--- src/rtl/irq_vc_pkg.sv ---
package irq_vc_pkg;
  localparam int unsigned DP_W  = 10;
  localparam int unsigned NIB_W = 4;

  typedef struct packed {
    logic [DP_W-1:0]  dp;
    logic             cy;
    logic             sk;
    logic [NIB_W-1:0] a;
    logic [NIB_W-1:0] b;
  } ctx_t;
endpackage

--- src/rtl/irq_req_bank.sv ---
module irq_req_bank #(
  parameter int unsigned NSRC = 4
) (
  input  logic            clk,
  input  logic            rst_n,
  input  logic [NSRC-1:0] evt_i,
  input  logic [NSRC-1:0] en_i,
  input  logic            clr_i,
  output logic [NSRC-1:0] req_o,
  output logic [NSRC-1:0] gnt_o
);
  logic [NSRC-1:0] req_q, req_d, ready, blk;

  assign ready  = req_q & en_i;
  assign blk[0] = 1'b0;

  // fixed priority: lowest index wins
  for (genvar g = 1; g < NSRC; g++) begin : g_blk
    assign blk[g] = blk[g-1] | ready[g-1];
  end
  for (genvar g = 0; g < NSRC; g++) begin : g_gnt
    assign gnt_o[g] = ready[g] & ~blk[g];
  end

  always_comb begin
    req_d = req_q;
    if (clr_i) req_d = req_d & ~gnt_o;
    req_d = req_d | evt_i;
  end

  always_ff @(posedge clk or negedge rst_n) begin
    if (!rst_n) req_q <= '0;
    else        req_q <= req_d;
  end

  assign req_o = req_q;

  a_r5_single_grant: assert property (@(posedge clk) disable iff (!rst_n)
    $onehot0(gnt_o));
  a_r7_others_kept: assert property (@(posedge clk) disable iff (!rst_n)
    clr_i |=> ((req_q & $past(req_q & ~gnt_o)) == $past(req_q & ~gnt_o)));
  a_r2_event_sets: assert property (@(posedge clk) disable iff (!rst_n)
    (|evt_i) |=> ((req_q & $past(evt_i)) == $past(evt_i)));
endmodule

--- src/rtl/irq_ret_stack.sv ---
module irq_ret_stack #(
  parameter int unsigned AW    = 13,
  parameter int unsigned DEPTH = 4
) (
  input  logic          clk,
  input  logic          rst_n,
  input  logic          push_i,
  input  logic          pop_i,
  input  logic [AW-1:0] din_i,
  output logic [AW-1:0] top_o
);
  localparam int unsigned PW = $clog2(DEPTH);

  logic [AW-1:0] mem [DEPTH];
  logic [PW-1:0] sp_q, sp_d, top_idx;
  logic [PW:0]   lvl_q, lvl_d;

  always_comb begin
    sp_d  = sp_q;
    lvl_d = lvl_q;
    if (push_i) begin
      sp_d  = sp_q + 1'b1;
      lvl_d = lvl_q + 1'b1;
    end else if (pop_i) begin
      sp_d  = sp_q - 1'b1;
      lvl_d = lvl_q - 1'b1;
    end
  end

  always_ff @(posedge clk or negedge rst_n) begin
    if (!rst_n) begin
      sp_q  <= '0;
      lvl_q <= '0;
    end else begin
      sp_q  <= sp_d;
      lvl_q <= lvl_d;
    end
  end

  always_ff @(posedge clk) begin
    if (push_i) mem[sp_q] <= din_i;
  end

  assign top_idx = sp_q - 1'b1;
  assign top_o   = mem[top_idx];

  a_r8_no_push_pop: assert property (@(posedge clk) disable iff (!rst_n)
    !(push_i && pop_i));
  a_r11_no_underflow: assert property (@(posedge clk) disable iff (!rst_n)
    pop_i |-> (lvl_q != '0));
  a_r11_no_overflow: assert property (@(posedge clk) disable iff (!rst_n)
    push_i |-> (lvl_q != (PW+1)'(DEPTH)));
endmodule

--- src/rtl/irq_ctx_shadow.sv ---
module irq_ctx_shadow
  import irq_vc_pkg::*;
(
  input  logic clk,
  input  logic rst_n,
  input  logic cap_i,
  input  ctx_t din_i,
  output ctx_t dout_o
);
  ctx_t sh_q, sh_d;

  always_comb begin
    sh_d = sh_q;
    if (cap_i) sh_d = din_i;
  end

  always_ff @(posedge clk or negedge rst_n) begin
    if (!rst_n) sh_q <= '0;
    else        sh_q <= sh_d;
  end

  assign dout_o = sh_q;

  a_r9_hold: assert property (@(posedge clk) disable iff (!rst_n)
    !cap_i |=> $stable(sh_q));
endmodule

--- src/rtl/irq_vec_ctrl.sv ---
module irq_vec_ctrl
  import irq_vc_pkg::*;
#(
  parameter int unsigned NSRC   = 4,
  parameter int unsigned PAGE_W = 6,
  parameter int unsigned ADDR_W = 7,
  parameter int unsigned STK_D  = 4,
  localparam int unsigned PC_W  = PAGE_W + ADDR_W
) (
  input  logic              clk,
  input  logic              rst_n,
  input  logic [NSRC-1:0]   src_evt_i,
  input  logic [NSRC-1:0]   src_en_i,
  input  logic              step_done_i,
  input  logic              op_ei_i,
  input  logic              op_rti_i,
  input  logic [PC_W-1:0]   resume_pc_i,
  input  logic [DP_W-1:0]   dp_i,
  input  logic              cy_i,
  input  logic              sk_i,
  input  logic [NIB_W-1:0]  a_i,
  input  logic [NIB_W-1:0]  b_i,
  output logic              pc_load_o,
  output logic [PC_W-1:0]   pc_target_o,
  output logic              ctx_restore_o,
  output logic [DP_W-1:0]   dp_o,
  output logic              cy_o,
  output logic              sk_o,
  output logic [NIB_W-1:0]  a_o,
  output logic [NIB_W-1:0]  b_o,
  output logic              gie_o,
  output logic [NSRC-1:0]   req_o
);
  localparam int unsigned VEC_BASE = 1 << ADDR_W;  // page 1, offset 0

  // reset: asserted asynchronously, released on a clock edge
  logic [1:0] rs_q;
  logic       rst_l;
  always_ff @(posedge clk or negedge rst_n) begin
    if (!rst_n) rs_q <= '0;
    else        rs_q <= {rs_q[0], 1'b1};
  end
  assign rst_l = rs_q[1];

  logic [NSRC-1:0] gnt;
  logic            accept, do_rti;
  logic            gie_q, gie_d, arm_q, arm_d;
  logic            load_q, load_d, rest_q, rest_d;
  logic [PC_W-1:0] tgt_q, tgt_d, vec, stk_top;
  ctx_t            live_ctx, saved_ctx;

  assign accept = step_done_i & gie_q & ~op_rti_i & (|gnt);
  assign do_rti = step_done_i & op_rti_i;

  irq_req_bank #(.NSRC(NSRC)) u_bank (
    .clk   (clk),
    .rst_n (rst_l),
    .evt_i (src_evt_i),
    .en_i  (src_en_i),
    .clr_i (accept),
    .req_o (req_o),
    .gnt_o (gnt)
  );

  irq_ret_stack #(.AW(PC_W), .DEPTH(STK_D)) u_stk (
    .clk    (clk),
    .rst_n  (rst_l),
    .push_i (accept),
    .pop_i  (do_rti),
    .din_i  (resume_pc_i),
    .top_o  (stk_top)
  );

  assign live_ctx = '{dp: dp_i, cy: cy_i, sk: sk_i, a: a_i, b: b_i};

  irq_ctx_shadow u_shadow (
    .clk    (clk),
    .rst_n  (rst_l),
    .cap_i  (accept),
    .din_i  (live_ctx),
    .dout_o (saved_ctx)
  );

  always_comb begin
    vec = '0;
    for (int i = 0; i < NSRC; i++)
      if (gnt[i]) vec = vec | PC_W'(VEC_BASE + 2 * i);
  end

  always_comb begin
    gie_d = gie_q;
    arm_d = arm_q;
    if (step_done_i) begin
      if (accept) begin
        gie_d = 1'b0;
        arm_d = 1'b0;
      end else begin
        if (arm_q) gie_d = 1'b1;
        arm_d = op_ei_i;
      end
    end
    load_d = accept | do_rti;
    rest_d = do_rti;
    tgt_d  = tgt_q;
    if (accept)      tgt_d = vec;
    else if (do_rti) tgt_d = stk_top;
  end

  always_ff @(posedge clk or negedge rst_l) begin
    if (!rst_l) begin
      gie_q  <= 1'b0;
      arm_q  <= 1'b0;
      load_q <= 1'b0;
      rest_q <= 1'b0;
      tgt_q  <= '0;
    end else begin
      gie_q  <= gie_d;
      arm_q  <= arm_d;
      load_q <= load_d;
      rest_q <= rest_d;
      tgt_q  <= tgt_d;
    end
  end

  assign pc_load_o     = load_q;
  assign pc_target_o   = tgt_q;
  assign ctx_restore_o = rest_q;
  assign gie_o         = gie_q;
  assign dp_o          = saved_ctx.dp;
  assign cy_o          = saved_ctx.cy;
  assign sk_o          = saved_ctx.sk;
  assign a_o           = saved_ctx.a;
  assign b_o           = saved_ctx.b;

  a_r6_gie_cleared: assert property (@(posedge clk) disable iff (!rst_l)
    accept |=> !gie_q);
  a_r10_ei_not_immediate: assert property (@(posedge clk) disable iff (!rst_l)
    (step_done_i && op_ei_i && !gie_q) |=> !gie_q);
  a_r4_vector_page: assert property (@(posedge clk) disable iff (!rst_l)
    (pc_load_o && !ctx_restore_o) |->
      (pc_target_o[0] == 1'b0 && pc_target_o[PC_W-1:ADDR_W] == PAGE_W'(1)));
  a_r3_needs_gie: assert property (@(posedge clk) disable iff (!rst_l)
    (pc_load_o && !ctx_restore_o) |-> $past(gie_q && step_done_i));
endmodule

--- config.mk ---
export PLATFORM = sky130hd
export DESIGN_NAME = irq_vec_ctrl
export DESIGN_NICKNAME = d
export VERILOG_FILES = /design/src/rtl/irq_vc_pkg.sv /design/src/rtl/irq_req_bank.sv /design/src/rtl/irq_ret_stack.sv /design/src/rtl/irq_ctx_shadow.sv /design/src/rtl/irq_vec_ctrl.sv
export SDC_FILE = /design/constraint.sdc
export NUM_CORES = 1
export LEC_CHECK = 0
export BUFFER_PORTS_ARGS = -buffer_cell sky130_fd_sc_hd__buf_2
export CORE_MARGIN = 2
export CORE_UTILIZATION = 48
export DETAILED_ROUTE_END_ITERATION = 6
export GPL_TIMING_DRIVEN = 1
export HOLD_SLACK_MARGIN = 0.12
export PLACE_DENSITY = 0.75
export SYNTH_ARGS = -nofsm -noshare
export SYNTH_HDL_FRONTEND = slang
export SYNTH_HIERARCHICAL = 1
export SYNTH_SLANG_ARGS = --single-unit
--- constraint.sdc ---
create_clock -name clk -period 1.3 [get_ports clk]
set_input_delay 0.13 -clock clk [delete_from_list [all_inputs] [get_ports clk]]
set_output_delay 0.13 -clock clk [all_outputs]
set_load 0.01 [all_outputs]
==> results <==
- After detailed routing, the number of vias per cell comes to 4.97.
- The final layout contains routed wiring with a total length of 8.15 mm.
- Sorting the synthesized cells by area gives the leading types as sky130_fd_sc_hd__edfxtp_1 40%, sky130_fd_sc_hd__dfrtp_1 29%, sky130_fd_sc_hd__mux2_4 7.8%.
- Static timing analysis puts the maximum clock frequency at 0.543 GHz.
- The run finished, with violations left.
- The number of antenna diodes in the final layout is 0.
- CTS saw 97 sinks.
- The worst-case vdd ir drop is 0.859 mV.
- In the synthesized netlist, the number of instances is 221.
- TritonCTS built the clock tree.
- Setup repair after global routing could not meet its margin everywhere.
- The clock arrives with 0.0160 ns of skew.
- Clock tree synthesis inserted a total of 9 buffers.
- In this run, synthesis inferred 52 flip-flops with an integrated enable.
- A synthesized cell averages 17.5 um^2.
- The cell area after synthesis is 3870 um^2.
- Clock-pin slew was measured on the worst setup and hold paths at 0.09 ns.
- The share of the cycle needed by the critical path after routing is 142%.
- At the worst endpoint, the required time is 1.54 ns.
- In this run the critical register-to-register path is captured at u_shadow/dout_o[11].
- sky130_fd_sc_hd__edfxtp_1 is the most common cell in the netlist.
- Traced cell by cell, the critical path runs through buf_6, and3_4, nor4_4, nor2_4, buf_12, mux2_4.
- The weighted congestion at the end of routability-driven global placement is 0.730.
- The data arrival time at the worst-slack endpoint is 2.08 ns.
- Synthesis inferred 97 register bits.
- The floorplan has 32 rows.
- The overall global routing resource usage is 19.2%.
- The number of antenna violations at the first check in global routing is 0.
- The worst hold path was traced through 4 stages.
- Once placement finished, the instance area stood at 4660 um^2.
- The first detailed-routing pass ran for 4 iterations.
- The worst path in the final design needs a cycle of 1.84 ns, including I/O delays and setup.
- In this run the most critical hold path is launched from src_en_i[2].
- The post-route worst setup slack is -0.543 ns.
- The number of pins with negative max-slew slack in the final report is 0.
- Entering global routing, the biggest net connects 44 pins.
- The capturing element type of the critical path is a register.
- In this run the worst path has a maximum fanout of 24.
- The category of cells accounting for the largest share of critical-path delay is simple AND/OR/NAND/NOR gates.
- 86 I/O pins were placed.
- The root buffer cell chosen for the clock tree is sky130_fd_sc_hd__clkbuf_8.
- The total half-perimeter wirelength after legalization and detailed placement is 4.95 mm.
- The total DRC errors in the routed layout is 0.
- The share of synthesized area occupied by flip-flops and latches is 69.5%.
- The class of the most critical setup path is register to register.
- The final reports fail on negative setup slack.
- In this run the tool buffered the top-level ports with 85 buffer cells.
- The CTS H-tree depth is 3.
- Setup violations remaining at the end of the flow were counted as 94.
- The fraction of final layout cells sized beyond drive strength 1 is 47.7%.
- The DRC violation total after the first TritonRoute iteration is 147.
- The clock network latency to the later pin of the worst-skew pair is 0.36 ns.
- The final-layout fill cell count is 524.
- The hold violation count in the final report is 0.
- The die is 93.7 um tall.
- Summing all flip-flop and latch instances after layout gives 2690 um^2.
- The number of nets with antenna violations after detailed routing is 0.
- The worst hold path terminates at u_bank/req_o[3].
- The wire length per cell is 16.3 um.
- Summed over all layers, the global routing overflow is 0.
- In this run the static leakage power is 2.29 nW.
- The area of combinational cells with multiple inputs is 1160 um^2.
- Across the run, the number of max-cap violations was 0.
- STA classifies the critical path startpoint as a register.
- The startpoint identified for the worst register-to-register timing path is u_bank/req_o[1].
- The die covers 8790 um^2.
- The biggest area consumer among synthesized cells is sky130_fd_sc_hd__edfxtp_1.
- The worst register-to-register path has a depth of 6.
- The total area inside the core boundary comes to 7770 um^2.
- The register-to-register setup slack is -0.54 ns.
- After synthesis, the share of flip-flops with an asynchronous set or reset is 46.4%.
- The die is 93.7 um wide.
- The synthesized net count is 271.
- The type of the tightest min-delay check is primary input to register.
- The total power consumption of the routed design is 9.64 mW.
- The commonest cells after synthesis are 52 x sky130_fd_sc_hd__edfxtp_1, 45 x sky130_fd_sc_hd__dfrtp_1, 24 x sky130_fd_sc_hd__nand2_1, 20 x sky130_fd_sc_hd__mux2_4, 12 x sky130_fd_sc_hd__a21oi_1.
- The number of buffers and inverters on the critical path is 2.
- The delay of the slowest cell on the worst path is 0.43 ns.
- Yosys mapped the design onto 36 distinct sky130hd cell types.
- Once the floorplan was initialized, standard cells occupied 49.8% of the core.
- For this run, the number of Yosys warnings is 6.
- The routed layout has 2486 vias.
- The area overhead of the layout relative to synthesis is 39.6%.
- Counting along the longest clock path gives a buffer depth of 2.
- The summed area of non-filler cells in the final layout is 5400 um^2.
- The number of nets in the layout is 443.
- Among all flip-flop cells after synthesis, the most frequent one is sky130_fd_sc_hd__edfxtp_1.
- The top cell type by area accounts for 40.4% of the synthesized area.
- The worst-path cell with the longest stage delay is sky130_fd_sc_hd__nor4_4.
- In this run the power density over the cells is 1790 nW/um^2.
- The number of global-route vias before repair was 2597.
- The first-pass GRT wire length is 12.6 mm.
-- kinds of logic after synthesis --
family          after synthesis  synth area share [%]
mux                          34                  16.1
xor+xnor                      1                 0.227
simple gates                 48                  6.34
buf+inv                      13                  2.62
other cells                   1                0.0970
compound gates               23                  3.82
fa+ha+maj                     4                  1.29
flops                        97                  69.5
-- routing by layer --
metal	track usage [%]	vias to the layer above	part of all wire, %
met2	31.0	90	48
met1	25.4	1217	44
met5	0	-	0
met3	3.77	9	6.1
met4	8.33	0	1.3
li1	-	1170	-
-- worst max path at each step --
stage | start | end | slack, ns | depth (start not counted)
2_1_floorplan | u_bank/req_o[0] | u_shadow/dout_o[0] | -0.59 | 7
3_3_place_gp | u_bank/req_o[0] | u_shadow/dout_o[8] | -0.45 | 6
3_5_place_dp | u_bank/req_o[0] | u_shadow/dout_o[12] | -0.51 | 6
4_1_cts | u_bank/req_o[1] | u_shadow/dout_o[12] | -0.52 | 6
5_1_grt | u_bank/req_o[0] | u_shadow/dout_o[11] | -0.59 | 6
6_report | u_bank/req_o[1] | u_shadow/dout_o[11] | -0.54 | 6
-- cell type report --
class                      count  share of cell area (%)
clock buffer                  14                    3.41
clock inverter                 2                   0.209
inverter                       5                   0.394
multi-input combinational    113                    21.5
sequential                    97                    49.8
tap                          102                    2.36
timing repair buffer         167                    22.3
-- where the power goes --
group / leakage (nW) / internal, mW / switching (mW) / total, mW
Sequential: 0.998 / 3.85 / 0.327 / 4.18
Combinational: 1.20 / 2.03 / 1.53 / 3.56
Clock: 0.0955 / 0.914 / 0.983 / 1.90
-- placed cells by master, fill, tap and decap left out, drive strengths merged --
master | synthesis | layout
edfxtp | 52 | 52
and3 | 2 | 2
nand4 | 1 | 1
nand3b | 1 | 1
ha | 4 | 4
and2 | 4 | 5
o211ai | 1 | 1
nor4 | 1 | 1
dfrtp | 45 | 45
nand2 | 24 | 24
and4 | 1 | 1
a22oi | 1 | 1
a221o | 1 | 1
nor3b | 1 | 1
o221a | 1 | 1
nand3 | 2 | 2
xnor2 | 1 | 1
or4 | 1 | 1
conb | 1 | 1
mux2i | 1 | 1
clkinv | 0 | 1
mux2 | 20 | 20
a21oi | 12 | 12
clkbuf | 0 | 15
o21ai | 2 | 2
nor2 | 8 | 9
nor2b | 2 | 2
inv | 5 | 5
buf | 8 | 122
clkinvlp | 0 | 1
a21o | 4 | 4
dlygate4sd3 | 0 | 44
o22ai | 1 | 1
mux4 | 13 | 13
-- per-stage QoR --
stage | hold slack, ns | worst slack (ns) | utilization (%) | instances | setup TNS (ns)
after floorplan | -0.166 | -0.589 | - | 221 | -45.73
after global placement | -0.0845 | -0.454 | 60.0 | 434 | -37.53
after CTS | 0.139 | -0.522 | 68.6 | 496 | -39.47
after detailed placement | -0.0808 | -0.512 | 60.0 | 434 | -41.62
final | 0.152 | -0.543 | 69.5 | 500 | -41.73
after global routing | 0.162 | -0.595 | 69.5 | 500 | -48.90
-- worst min-delay path, stage by stage --
cell and delay, ns:
sky130_fd_sc_hd__buf_2 0.10, sky130_fd_sc_hd__nand2_1 0.06, sky130_fd_sc_hd__nand4_1 0.08, sky130_fd_sc_hd__a21o_1 0.11
-- timing repair --
item / in CTS / in global routing
hold buffers: 44 / 0
resized for setup: 7 / 12
endpoints found under the setup margin: 94 / 95
setup buffers: 0 / 4
endpoints found under the hold margin: 79 / 0
pin swaps: 1 / 4
gates cloned: 2 / 0
-- flip-flops by register name (all words and copies together), names as in the netlist --
signal	count
arm_q	1
gie_o	1
rs_q	2
pc_load_o	1
pc_target_o	13
u_stk/mem	52
u_bank/req_o	4
u_stk/sp_q	2
u_shadow/dout_o	20
ctx_restore_o	1
No activity file was read; power rests on OpenSTA's default activity.
